--- src/rtl/pt_pkg.sv ---
package pt_pkg;

    // register byte offsets
    localparam int OFS_DUTY = 4;
    localparam int OFS_PER  = 8;
    localparam int OFS_CTL  = 12;

    // control bit positions
    localparam int B_RUN  = 0;
    localparam int B_OEN  = 3;
    localparam int B_ONE  = 4;
    localparam int B_IE   = 5;
    localparam int B_FLAG = 6;
    localparam int B_CLR  = 7;
    localparam int B_CAP  = 8;
    localparam int B_INV  = 9;
    localparam int B_DZ   = 10;

    typedef enum logic {
        ST_IDLE = 1'b0,
        ST_RUN  = 1'b1
    } run_state_t;

endpackage

--- src/rtl/pt_core.sv ---
module pt_core
    import pt_pkg::*;
#(
    parameter int CNT_W = 32
) (
    input  logic             clk,
    input  logic             rst_n,
    input  logic             ctl_wr,
    input  logic             ctl_run_wd,
    input  logic             ctl_clr_wd,
    input  logic [CNT_W-1:0] duty,
    input  logic [CNT_W-1:0] period,
    input  logic             inv,
    input  logic             single,
    output logic             running,
    output logic             wrap,
    output logic             pwm_level
);

    localparam logic [CNT_W-1:0] ONE = CNT_W'(1);

    run_state_t       state_q, state_d;
    logic [CNT_W-1:0] cnt_q;

    assign running = (state_q == ST_RUN);
    assign wrap    = running && ((period == '0) || (cnt_q >= period - ONE));

    // next-state logic
    always_comb begin
        state_d = state_q;
        unique case (state_q)
            ST_IDLE: if (ctl_wr && ctl_run_wd) state_d = ST_RUN;          // START
            ST_RUN: begin
                if (ctl_wr)               state_d = ctl_run_wd ? ST_RUN : ST_IDLE; // STOP
                else if (wrap && single)  state_d = ST_IDLE;              // ONESHOT_END
            end
        endcase
    end

    // state register
    always_ff @(posedge clk) begin
        if (!rst_n) state_q <= ST_IDLE;
        else        state_q <= state_d;
    end

    // counter
    always_ff @(posedge clk) begin
        if (!rst_n)                                       cnt_q <= '0;
        else if (state_q != ST_RUN || state_d != ST_RUN)  cnt_q <= '0;
        else if (ctl_wr && ctl_clr_wd)                    cnt_q <= '0;
        else if (wrap)                                    cnt_q <= '0;
        else                                              cnt_q <= cnt_q + ONE;
    end

    // output logic
    always_comb begin
        pwm_level = 1'b0;
        unique case (state_q)
            ST_IDLE: pwm_level = 1'b0;
            ST_RUN: begin
                if (duty == '0 && period == '0) pwm_level = 1'b0;
                else                            pwm_level = (cnt_q < duty) ^ inv;
            end
        endcase
    end


    wrap_zero_chk: assert property (@(posedge clk) disable iff (!rst_n)
        wrap |=> (cnt_q == '0));


    clr_zero_chk: assert property (@(posedge clk) disable iff (!rst_n)
        (ctl_wr && ctl_clr_wd) |=> (cnt_q == '0));


    stop_low_chk: assert property (@(posedge clk) disable iff (!rst_n)
        (ctl_wr && !ctl_run_wd) |=> (!pwm_level && !running));


    oneshot_end_chk: assert property (@(posedge clk) disable iff (!rst_n)
        (running && wrap && single && !ctl_wr) |=> !running);

endmodule

--- src/rtl/pt_regs.sv ---
module pt_regs
    import pt_pkg::*;
#(
    parameter int DATA_W = 32,
    parameter int ADDR_W = 4
) (
    input  logic              clk,
    input  logic              rst_n,
    input  logic              bus_we,
    input  logic [ADDR_W-1:0] bus_addr,
    input  logic [DATA_W-1:0] bus_wdata,
    input  logic              running,
    input  logic              wrap,
    output logic              ctl_wr,
    output logic [DATA_W-1:0] duty,
    output logic [DATA_W-1:0] period,
    output logic              inv,
    output logic              single,
    output logic              irq,
    output logic              oe,
    output logic [DATA_W-1:0] bus_rdata
);

    logic oen_q, ie_q, flag_q, cap_q, dz_q;
    logic [DATA_W-1:0] ctl_rd;

    assign ctl_wr = bus_we && (bus_addr == ADDR_W'(OFS_CTL));

    always_ff @(posedge clk) begin
        if (!rst_n) begin
            duty   <= '0;
            period <= '0;
            oen_q  <= 1'b0;
            single <= 1'b0;
            ie_q   <= 1'b0;
            cap_q  <= 1'b0;
            inv    <= 1'b0;
            dz_q   <= 1'b0;
        end else if (bus_we) begin
            if (bus_addr == ADDR_W'(OFS_DUTY)) duty   <= bus_wdata;
            if (bus_addr == ADDR_W'(OFS_PER))  period <= bus_wdata;
            if (ctl_wr) begin
                oen_q  <= bus_wdata[B_OEN];
                single <= bus_wdata[B_ONE];
                ie_q   <= bus_wdata[B_IE];
                cap_q  <= bus_wdata[B_CAP];
                inv    <= bus_wdata[B_INV];
                dz_q   <= bus_wdata[B_DZ];
            end
        end
    end

    always_ff @(posedge clk) begin
        if (!rst_n)                           flag_q <= 1'b0;
        else if (wrap)                        flag_q <= 1'b1;
        else if (ctl_wr && bus_wdata[B_FLAG]) flag_q <= 1'b0;
    end

    assign irq = flag_q && ie_q;
    assign oe  = !oen_q;

    always_comb begin
        ctl_rd         = '0;
        ctl_rd[B_RUN]  = running;
        ctl_rd[B_OEN]  = oen_q;
        ctl_rd[B_ONE]  = single;
        ctl_rd[B_IE]   = ie_q;
        ctl_rd[B_FLAG] = flag_q;
        ctl_rd[B_CAP]  = cap_q;
        ctl_rd[B_INV]  = inv;
        ctl_rd[B_DZ]   = dz_q;
    end

    always_comb begin
        case (bus_addr)
            ADDR_W'(OFS_DUTY): bus_rdata = duty;
            ADDR_W'(OFS_PER):  bus_rdata = period;
            ADDR_W'(OFS_CTL):  bus_rdata = ctl_rd;
            default:           bus_rdata = '0;
        endcase
    end


    flag_set_chk: assert property (@(posedge clk) disable iff (!rst_n)
        wrap |=> (flag_q && (irq == ie_q)));


    clr_reads_zero_chk: assert property (@(posedge clk) disable iff (!rst_n)
        (bus_addr == ADDR_W'(OFS_CTL)) |-> !bus_rdata[B_CLR]);

endmodule

--- src/rtl/pulse_timer.sv ---
module pulse_timer
    import pt_pkg::*;
#(
    parameter int DATA_W = 32,
    parameter int ADDR_W = 4
) (
    input  logic              clk,
    input  logic              rst_n,
    input  logic              bus_we,
    input  logic [ADDR_W-1:0] bus_addr,
    input  logic [DATA_W-1:0] bus_wdata,
    output logic [DATA_W-1:0] bus_rdata,
    output logic              pwm_out,
    output logic              pwm_oe,
    output logic              irq
);

    logic              ctl_wr, running, wrap, inv, single;
    logic [DATA_W-1:0] duty, period;

    pt_regs #(.DATA_W(DATA_W), .ADDR_W(ADDR_W)) u_regs (
        .clk       (clk),
        .rst_n     (rst_n),
        .bus_we    (bus_we),
        .bus_addr  (bus_addr),
        .bus_wdata (bus_wdata),
        .running   (running),
        .wrap      (wrap),
        .ctl_wr    (ctl_wr),
        .duty      (duty),
        .period    (period),
        .inv       (inv),
        .single    (single),
        .irq       (irq),
        .oe        (pwm_oe),
        .bus_rdata (bus_rdata)
    );

    pt_core #(.CNT_W(DATA_W)) u_core (
        .clk        (clk),
        .rst_n      (rst_n),
        .ctl_wr     (ctl_wr),
        .ctl_run_wd (bus_wdata[B_RUN]),
        .ctl_clr_wd (bus_wdata[B_CLR]),
        .duty       (duty),
        .period     (period),
        .inv        (inv),
        .single     (single),
        .running    (running),
        .wrap       (wrap),
        .pwm_level  (pwm_out)
    );


    zero_cfg_low_chk: assert property (@(posedge clk) disable iff (!rst_n)
        (duty == '0 && period == '0) |-> !pwm_out);


    oe_follow_chk: assert property (@(posedge clk) disable iff (!rst_n)
        (bus_we && bus_addr == ADDR_W'(OFS_CTL)) |=> (pwm_oe == !$past(bus_wdata[B_OEN])));

endmodule

--- config.mk ---
export PLATFORM = sky130hd
export DESIGN_NAME = pulse_timer
export DESIGN_NICKNAME = d
export VERILOG_FILES = /design/src/rtl/pt_pkg.sv /design/src/rtl/pt_core.sv /design/src/rtl/pt_regs.sv /design/src/rtl/pulse_timer.sv
export SDC_FILE = /design/constraint.sdc
export NUM_CORES = 1
export LEC_CHECK = 0
export BUFFER_PORTS_ARGS = -buffer_cell sky130_fd_sc_hd__buf_4
export CAP_MARGIN = 20
export CORE_MARGIN = 2
export CORE_UTILIZATION = 30
export DETAILED_ROUTE_END_ITERATION = 10
export PLACE_DENSITY = 0.47
export SYNTH_ARGS = -nofsm -noshare
export SYNTH_HDL_FRONTEND = slang
export SYNTH_SLANG_ARGS = --single-unit
--- constraint.sdc ---
create_clock -name clk -period 3.2 [get_ports clk]
set_input_delay 0.96 -clock clk [delete_from_list [all_inputs] [get_ports clk]]
set_output_delay 0.96 -clock clk [all_outputs]
set_load 0.02 [all_outputs]
==> flow_metrics.env, run 1 <==
export IMPL_power_mw=3.06
export IMPL_setup_ws_ns=-0.235
export IMPL_fin_area_mm2=0.00896
export IMPL_fmax_mhz=291
export IMPL_diodes=0
export IMPL_yosysSeqAreaShare=0.317
export IMPL_largestRegisters="u_core.cnt_q (32), u_regs.duty (32), u_regs.period (32)"
export IMPL_placed_area_mm2=0.00832
export IMPL_finalNonFillerCells=1295
export IMPL_yosys_area_top_type_share=0.317
export IMPL_failed_checks="negative setup slack"
export IMPL_rr_worst_depth=13
export IMPL_cts_root_buf="clkbuf_16"
export IMPL_vias_per_cell=4.96
export IMPL_die_h_um=152
export IMPL_cts_clk_slew_worst_paths_ns=0.08
export IMPL_routedWlPerCell_um=17.8
export IMPL_yosysTopAreaCell="dfxtp_1"
export IMPL_synth_avg_cell_area_um2=7.90
export IMPL_overflow=0
export IMPL_syn_to_final_growth_pct=36.2
export IMPL_grt_pass1_vias=6182
export IMPL_worstPathMaxFanout=9
export IMPL_ys_types=48
export IMPL_clk_insertion_delay_late_ns=0.36
export IMPL_worst_ep_required_time_ns=3.46
export IMPL_path_common_cell="or4_4"
export IMPL_postSynthCellCount=832
export IMPL_cp_top_family="simple AND/OR/NAND/NOR gates"
export IMPL_synth_most_common_cell="nand2_1"
export IMPL_grt_max_degree=43
export IMPL_port_buffer_count=73
export IMPL_min_period_over_period=1.07
export IMPL_nNetsFinal=1114
export IMPL_die_w_um=152
export IMPL_rrSetupSlack_ns=-0.24
export IMPL_hold_viol_final=0
export IMPL_worstPathCellList="or4_4, nor3_4, nand3_2, or4_4, xor2_1, ha_1, nand4_1, nor4_4, a221oi_2, o21ai_1, a211o_4, buf_12, a31o_1"
export IMPL_routed_wl_mm=23.0
export IMPL_die_area_mm2=0.0231
export IMPL_fin_util=0.413
export IMPL_hp_start="u_regs.dz_q"
export IMPL_vdd_drop_max_v=0.000258
export IMPL_outcome="finished, violations left"
export IMPL_initial_core_util=0.303
export IMPL_hold_class="reg -> reg"
export IMPL_cap_violations=0
export IMPL_pre_cts_slack_ns=-0.282
export IMPL_cts_tree="done"
export IMPL_cts_hold_fix_buffers=0
export IMPL_numClockSinks=104
export IMPL_syn_nets=936
export IMPL_core_rowCount=54
export IMPL_synth_edf_count=0
export IMPL_fin_crit_ns=3.44
export IMPL_path_buf_inv=1
export IMPL_ios=74
export IMPL_path_class="reg -> reg"
export IMPL_dpl_hpwl_mm=17.2
export IMPL_maxSlewViolCount=0
export IMPL_start_kind="flop"
export IMPL_clock_skew_ns=0.00904
export IMPL_drt_iter0_drc=417
export IMPL_hold_end="u_regs.dz_q"
export IMPL_synth_commonest_cells="188 x nand2_1, 104 x dfxtp_1, 71 x a21boi_0, 65 x ha_1, 44 x nor3_1"
export IMPL_place_inst=1270
export IMPL_whs_path_depth=2
export IMPL_cts_buffers=9
export IMPL_h_tree_depth=3
export IMPL_cp_slowest_cell="or4_4"
export IMPL_path_depth=13
export IMPL_arrival_ns=3.69
export IMPL_tightest_slew_ns=0.541
export IMPL_antenna_found_initial=1
export IMPL_leakagePower_nw=3.75
export IMPL_gp_congestion=0.866
export IMPL_synth_warnings=0
export IMPL_async_reset_ff_frac=0
export IMPL_finalSetupViolations=35
export IMPL_grt_pass1_wl_mm=35.1
export IMPL_core_area_mm2=0.0217
export IMPL_track_usage=0.193
export IMPL_synthFlopType="dfxtp_1"
export IMPL_drive_gt1_frac=0.267
export IMPL_first_pass_iters=5
export IMPL_num_vias=6427
export IMPL_ys_seq_elements=104
export IMPL_rr_startpoint="u_regs.period[0]"
export IMPL_power_density_mw_per_mm2=342
export IMPL_rsz0062_at_grt="yes"
export IMPL_drc_errors=0
export IMPL_clockBufferDepth=2
export IMPL_synth_area_top_cells="dfxtp_1 32%, ha_1 12%, nand2_1 11%, a21boi_0 8.1%, xor2_1 4.3%"
export IMPL_slew_limit_headroom=0.636
export IMPL_syn_cell_area_mm2=0.00658
export IMPL_ant_nets=0
export IMPL_slowest_delay_ns=0.55
export IMPL_setup_worst_path_end_class="flop"
export IMPL_r2r_end="u_regs.flag_q"
## cell usage in the layout, fill, tap and decap left out, types with 26 or more instances in the layout
| cell type | n |
|---|---|
| xnor2_1 | 26 |
| a21boi_0 | 71 |
| nand3_1 | 27 |
| ha_1 | 63 |
| buf_4 | 200 |
| nor3_1 | 33 |
| nor2_1 | 28 |
| inv_1 | 38 |
| dfxtp_1 | 102 |
| nand2_1 | 188 |
| xor2_1 | 31 |
## kinds of logic (layout without fill, tap and decap cells)
kind of cell,after synthesis,in the layout,share of synthesized area
fa+ha+maj,65,65,0.124
mux,2,2,0.00323
flops,104,104,0.317
simple gates,362,362,0.255
buf+inv,80,263,0.0498
xor+xnor,58,58,0.0772
compound gates,161,161,0.174
## final cells by class
type                       instances  area, um^2
clock inverter                     7        88.8
timing repair buffer             208        1660
fill                            2210       12700
sequential                       104        2080
clock buffer                       9         225
inverter                          39         146
tap                              280         350
multi-input combinational        648        4400
## metal layers
metal,wire length (um),part of all wire,GRT usage,vias to the layer above
met5,12,0.00052,0,-
met4,562,0.024,0.0556,2
met3,878,0.038,0.0260,37
met2,9620,0.42,0.282,148
met1,12000,0.52,0.294,2977
li1,-,-,-,3263
## report_power, final
group	switching (mW)	internal, mW	leakage (nW)
combinational	0.283	0.266	2.76
sequential	0.0112	1.30	0.840
clock	0.573	0.625	0.155
## repair_timing
action                                  CTS  global route
hold endpoints to repair                  0             0
cloned                                    0             3
buffers inserted                          5             1
pin swaps                                 6             0
gates resized for setup                  24            19
endpoints found under the setup margin   35            35
## worst min-delay path, delay by kind of cell, from the launching register on
kind            cells  cell delay, ns
flops               1            0.31
simple gates        1            0.05
compound gates      1            0.07
## worst max-delay path by stage
stage	startpoint	endpoint	slack, ns
after floorplan	u_regs.period[2]	u_core.cnt_q[10]	-0.11
after global placement	u_regs.period[0]	u_regs.flag_q	-0.28
after detailed placement	u_regs.period[0]	u_regs.flag_q	-0.28
after CTS	u_regs.period[26]	pwm_out	-0.24
after global routing	u_regs.period[0]	u_regs.flag_q	-0.35
final	u_regs.period[0]	u_regs.flag_q	-0.24
## stage by stage
stage / hold WS [ns] / setup TNS (ns)
floorplan: 0.435 / -3.34
global placement: 0.450 / -6.41
detailed placement: 0.464 / -7.24
CTS: 0.476 / -5.04
global route: 0.495 / -11.67
finish: 0.471 / -5.82
(Power assumes the default switching activity.)
==> run 2, diff against run 1 <==
- PLACE_DENSITY: 0.47 -> 0.45
- clock period: 3.2 -> 4 ns (I/O delays scaled with it)
==> run 2 against run 1 <==
Against the previous run:
- the flow now finishes without violations
- critical endpoint is now pwm_out
- sequential power shrank 20%
- largest cell class unchanged
- largest power group unchanged
- critical path type is now reg -> out
- wire length is 4.0% lower
- die area unchanged
- via count down 6.4%
- utilization decreased by 4.5 points
- highest routed layer is now met4
==> flow_metrics.env, run 2 (same netlist as run 1, synthesis figures left out) <==
export IMPL_outcome="finished clean"
export IMPL_whs_path_depth=2
export IMPL_cts_tree="done"
export IMPL_path_common_cell="or4_4"
export IMPL_ant_nets=0
export IMPL_fin_crit_ns=3.85
export IMPL_antenna_found_initial=0
export IMPL_first_pass_iters=5
export IMPL_arrival_ns=2.65
export IMPL_core_rowCount=54
export IMPL_min_period_over_period=0.963
export IMPL_grt_pass1_wl_mm=34.9
export IMPL_worstPathCellList="or4_4, or4_4, o41a_1, nand2b_1, mux2i_1, buf_4"
export IMPL_power_density_mw_per_mm2=288
export IMPL_gp_congestion=0.851
export IMPL_layout_common_cells="188 x nand2_1, 112 x buf_4, 104 x dfxtp_1"
export IMPL_diodes=0
export IMPL_die_h_um=152
export IMPL_ios=74
export IMPL_fin_setup_tns_ns=0
export IMPL_syn_to_final_growth_pct=21.5
export IMPL_grt_pass1_vias=5934
export IMPL_drc_errors=0
export IMPL_post_cts_buffers=0
export IMPL_clk_insertion_delay_late_ns=0.36
export IMPL_setup_ws_ns=0.148
export IMPL_overflow=0
export IMPL_cts_hold_fix_buffers=0
export IMPL_rr_worst_depth=13
export IMPL_num_vias=6018
export IMPL_worstPathMaxFanout=6
export IMPL_slew_limit_headroom=0.534
export IMPL_initial_core_util=0.303
export IMPL_fmax_mhz=260
export IMPL_path_class="reg -> out"
export IMPL_cts_clk_slew_worst_paths_ns=0.08
export IMPL_grt_max_degree=49
export IMPL_leakagePower_nw=3.18
export IMPL_numClockSinks=104
export IMPL_hold_viol_final=0
export IMPL_routedWlPerCell_um=18.4
export IMPL_finalSetupViolations=0
export IMPL_vdd_drop_max_v=0.000301
export IMPL_die_area_mm2=0.0231
export IMPL_nNetsFinal=1022
export IMPL_tightest_slew_ns=0.699
export IMPL_routed_wl_mm=22.1
export IMPL_cts_buffers=9
export IMPL_cts_root_buf="clkbuf_16"
export IMPL_vias_per_cell=5.00
export IMPL_dpl_hpwl_mm=16.7
export IMPL_setup_worst_path_end_class="output pin"
export IMPL_cap_violations=0
export IMPL_drt_iter0_drc=319
export IMPL_maxSlewViolCount=0
export IMPL_rsz0062_at_grt="no"
export IMPL_pre_cts_slack_ns=0.319
export IMPL_port_buffer_count=73
export IMPL_clock_skew_ns=0.0131
export IMPL_drive_gt1_frac=0.157
export IMPL_largestRegisters="u_core.cnt_q (32), u_regs.duty (32), u_regs.period (32)"
export IMPL_h_tree_depth=3
export IMPL_die_w_um=152
export IMPL_clockBufferDepth=2
export IMPL_core_area_mm2=0.0217
export IMPL_start_kind="flop"
export IMPL_hold_class="reg -> reg"
export IMPL_track_usage=0.191
export IMPL_cp_slowest_cell="or4_4"
export IMPL_slowest_delay_ns=0.58
export IMPL_layout_commonest_cell="nand2_1"
export IMPL_worst_ep_required_time_ns=2.80
run 2: cell types whose count changed in the layout (fill, tap and decap cells not counted), sizes merged:
cell,change
clkbuf,-2
bufinv,-1
clkinvlp,+1
buf,-90
inv,+1
clkinv,-1
run 2: final cells by class:
class | count | area, um^2
clock inverters | 7 | 75.1
flip-flops and latches | 104 | 2080
repair buffers | 116 | 921
inverters | 39 | 146
clock buffers | 9 | 225
fillers | 2285 | 13700
well taps | 280 | 350
multi-input cells | 648 | 4190
run 2: power breakdown:
group	switching, mW	leakage [nW]	internal, mW
logic	0.186	2.20	0.140
registers	0.0133	0.839	1.04
clock network	0.480	0.143	0.443
total	0.679	3.18	1.63
run 2: through the flow:
step	utilization	cells	power (mW)	area [um^2]	hold WS [ns]
6_report	0.369	1203	2.31	7990	0.466
4_1_cts	0.368	1203	2.33	7970	0.472
3_3_place_gp	0.354	1187	1.41	7670	0.457
5_1_grt	0.369	1203	2.41	7990	0.488
2_1_floorplan	-	832	1.29	6580	0.435
3_5_place_dp	0.354	1187	1.41	7670	0.460
run 2: path summary, 6_finish.rpt:
kind | start | end | slack [ns]
setup / recovery | u_regs.period[24] | pwm_out | 0.15
hold / removal | u_regs.dz_q | u_regs.dz_q | 0.47
setup reg to reg | u_regs.period[2] | u_core.running | 0.27
hold reg to reg | u_regs.dz_q | u_regs.dz_q | 0.47
run 2: critical path: cells and delay by family, from the launching register on:
kind | cells | cell delay [ns]
buf+inv | 1 | 0.19
simple gates | 3 | 1.18
flops | 1 | 0.39
compound gates | 1 | 0.43
mux | 1 | 0.11
run 2: layer usage:
metal / up-vias / share of wire / routed length, um / track usage
li1: 3077 / - / - / -
met1: 2827 / 0.54 / 12000 / 0.298
met2: 96 / 0.41 / 9100 / 0.274
met3: 18 / 0.032 / 706 / 0.0245
met4: 0 / 0.015 / 342 / 0.0516
met5: - / 0 / 0 / 0
run 2: repair_timing:
item	CTS	global route
gates resized for setup	0	4
hold endpoints to repair	0	0
setup endpoints to repair	0	16
==> run 3, diff against run 2 <==
- clock period: 4 -> 4.3 ns (I/O delays scaled with it)
==> run 3 against run 2 <==
Against the previous run:
- clock power is 9.2% lower
- clock-buffer cell count is 1 higher
- first-iteration DRC count is 16% lower
- sequential power is 7% lower
- setup slack better by 0.20 ns
- critical path type unchanged
- die area stayed put
- wire length is 6.2% lower
- utilization is 1.1 points lower
- sequential cell count stayed put
- highest routed layer unchanged
- largest cell class unchanged
- final cell count is 2.2% lower
==> flow_metrics.env, run 3 (same netlist as run 1, synthesis figures left out) <==
export IMPL_vdd_drop_max_v=0.000180
export IMPL_cts_buffers=9
export IMPL_hold_slack_ns=0.466
export IMPL_diodes=0
export IMPL_layout_commonest_cell="nand2_1"
export IMPL_start_kind="flop"
export IMPL_routed_wl_mm=20.8
export IMPL_cap_violations=0
export IMPL_fin_util=0.357
export IMPL_cp_slowest_cell="o41a_1"
export IMPL_num_vias=5871
export IMPL_initial_core_util=0.303
export IMPL_overflow=0
export IMPL_post_cts_buffers=0
export IMPL_place_inst=1160
export IMPL_core_rowCount=54
export IMPL_gp_congestion=0.782
export IMPL_syn_to_final_growth_pct=17.8
export IMPL_tightest_slew_ns=0.692
export IMPL_rr_worst_depth=13
export IMPL_rr_startpoint="u_regs.period[2]"
export IMPL_fin_crit_ns=3.95
export IMPL_antenna_found_initial=0
export IMPL_cts_root_buf="clkbuf_16"
export IMPL_outcome="finished clean"
export IMPL_setup_ws_ns=0.348
export IMPL_cts_hold_fix_buffers=0
export IMPL_rrSetupSlack_ns=0.46
export IMPL_finalNonFillerCells=1176
export IMPL_numClockSinks=104
export IMPL_largestRegisters="u_core.cnt_q (32), u_regs.duty (32), u_regs.period (32)"
export IMPL_fin_setup_tns_ns=0
export IMPL_path_buf_inv=3
export IMPL_arrival_ns=2.66
export IMPL_maxSlewViolCount=0
export IMPL_grt_pass1_wl_mm=33.1
export IMPL_slew_limit_headroom=0.538
export IMPL_hp_start="u_regs.dz_q"
export IMPL_worstPathCellList="inv_1, ha_1, nor4b_2, buf_4, nand4_1, nand2b_1, o41a_1, nand2b_1, mux2i_1, buf_4"
export IMPL_grt_max_degree=75
export IMPL_power_density_mw_per_mm2=273
export IMPL_grt_pass1_vias=5786
export IMPL_cts_clk_slew_worst_paths_ns=0.07
export IMPL_h_tree_depth=3
export IMPL_power_mw=2.11
export IMPL_track_usage=0.181
export IMPL_cp_top_family="simple AND/OR/NAND/NOR gates"
export IMPL_hold_end="u_regs.dz_q"
export IMPL_dpl_hpwl_mm=15.3
export IMPL_nNetsFinal=995
export IMPL_fmax_mhz=253
export IMPL_clk_insertion_delay_late_ns=0.36
export IMPL_min_period_over_period=0.919
export IMPL_worstPathMaxFanout=6
export IMPL_whs_path_depth=2
export IMPL_r2r_end="u_core.running"
export IMPL_port_buffer_count=73
export IMPL_vias_per_cell=4.99
export IMPL_drc_errors=0
export IMPL_leakagePower_nw=3.02
export IMPL_die_h_um=152
export IMPL_die_w_um=152
export IMPL_ant_nets=0
export IMPL_worst_ep_required_time_ns=3.01
export IMPL_hold_viol_final=0
export IMPL_cts_tree="done"
export IMPL_die_area_mm2=0.0231
export IMPL_path_class="reg -> out"
export IMPL_hold_class="reg -> reg"
export IMPL_drt_iter0_drc=268
export IMPL_pre_cts_slack_ns=0.458
export IMPL_cts_resized=0
export IMPL_clock_skew_ns=0.0120
export IMPL_ios=74
export IMPL_fin_area_mm2=0.00774
export IMPL_first_pass_iters=4
export IMPL_core_area_mm2=0.0217
export IMPL_drive_gt1_frac=0.128
export IMPL_finalSetupViolations=0
export IMPL_slowest_delay_ns=0.47
export IMPL_clockBufferDepth=2
export IMPL_placed_area_mm2=0.00746
export IMPL_routedWlPerCell_um=17.6
export IMPL_setup_worst_path_end_class="output pin"
export IMPL_layout_common_cells="188 x nand2_1, 104 x dfxtp_1, 86 x buf_4"
export IMPL_rsz0062_at_grt="no"
## run 3: worst register-to-register path, stage by stage (launching register included)
cell,delay (ns)
dfxtp_1,0.39
or4_4,0.54
nor3_2,0.24
nand3_1,0.24
or4_1,0.57
xor2_1,0.16
ha_1,0.30
nand4_1,0.11
nor4_1,0.38
inv_1,0.09
nor3_1,0.18
a211o_1,0.19
buf_12,0.21
a31oi_1,0.12
## run 3: worst max-delay path by stage
stage	endpoint	from	cells past startpoint	slack, ns
after floorplan	bus_rdata[0]	bus_addr[1]	6	0.66
after global placement	bus_rdata[9]	bus_addr[1]	6	0.52
after detailed placement	u_core.running	u_regs.period[0]	13	0.46
after CTS	pwm_out	u_regs.duty[6]	9	0.27
after global routing	pwm_out	u_regs.period[0]	10	0.12
final	pwm_out	u_regs.period[0]	10	0.35
## run 3: report_power, final
part / switching, mW / internal [mW]
Combinational: 0.169 / 0.122
Sequential: 0.0138 / 0.971
Clock: 0.426 / 0.411
## run 3: final cells by class
cell class	instances	area [um^2]
fillers	2317	13900
multi-input cells	648	4170
clock buffers	10	229
clock inverters	6	60.1
inverters	39	146
flip-flops and latches	104	2080
well taps	280	350
repair buffers	89	706
## run 3: metal layers
metal	GRT usage	vias to the layer above	part of all wire
met1	0.272	2737	0.53
met3	0.0268	21	0.029
met5	0	-	0
met2	0.268	89	0.42
li1	-	3024	-
met4	0.0512	0	0.017
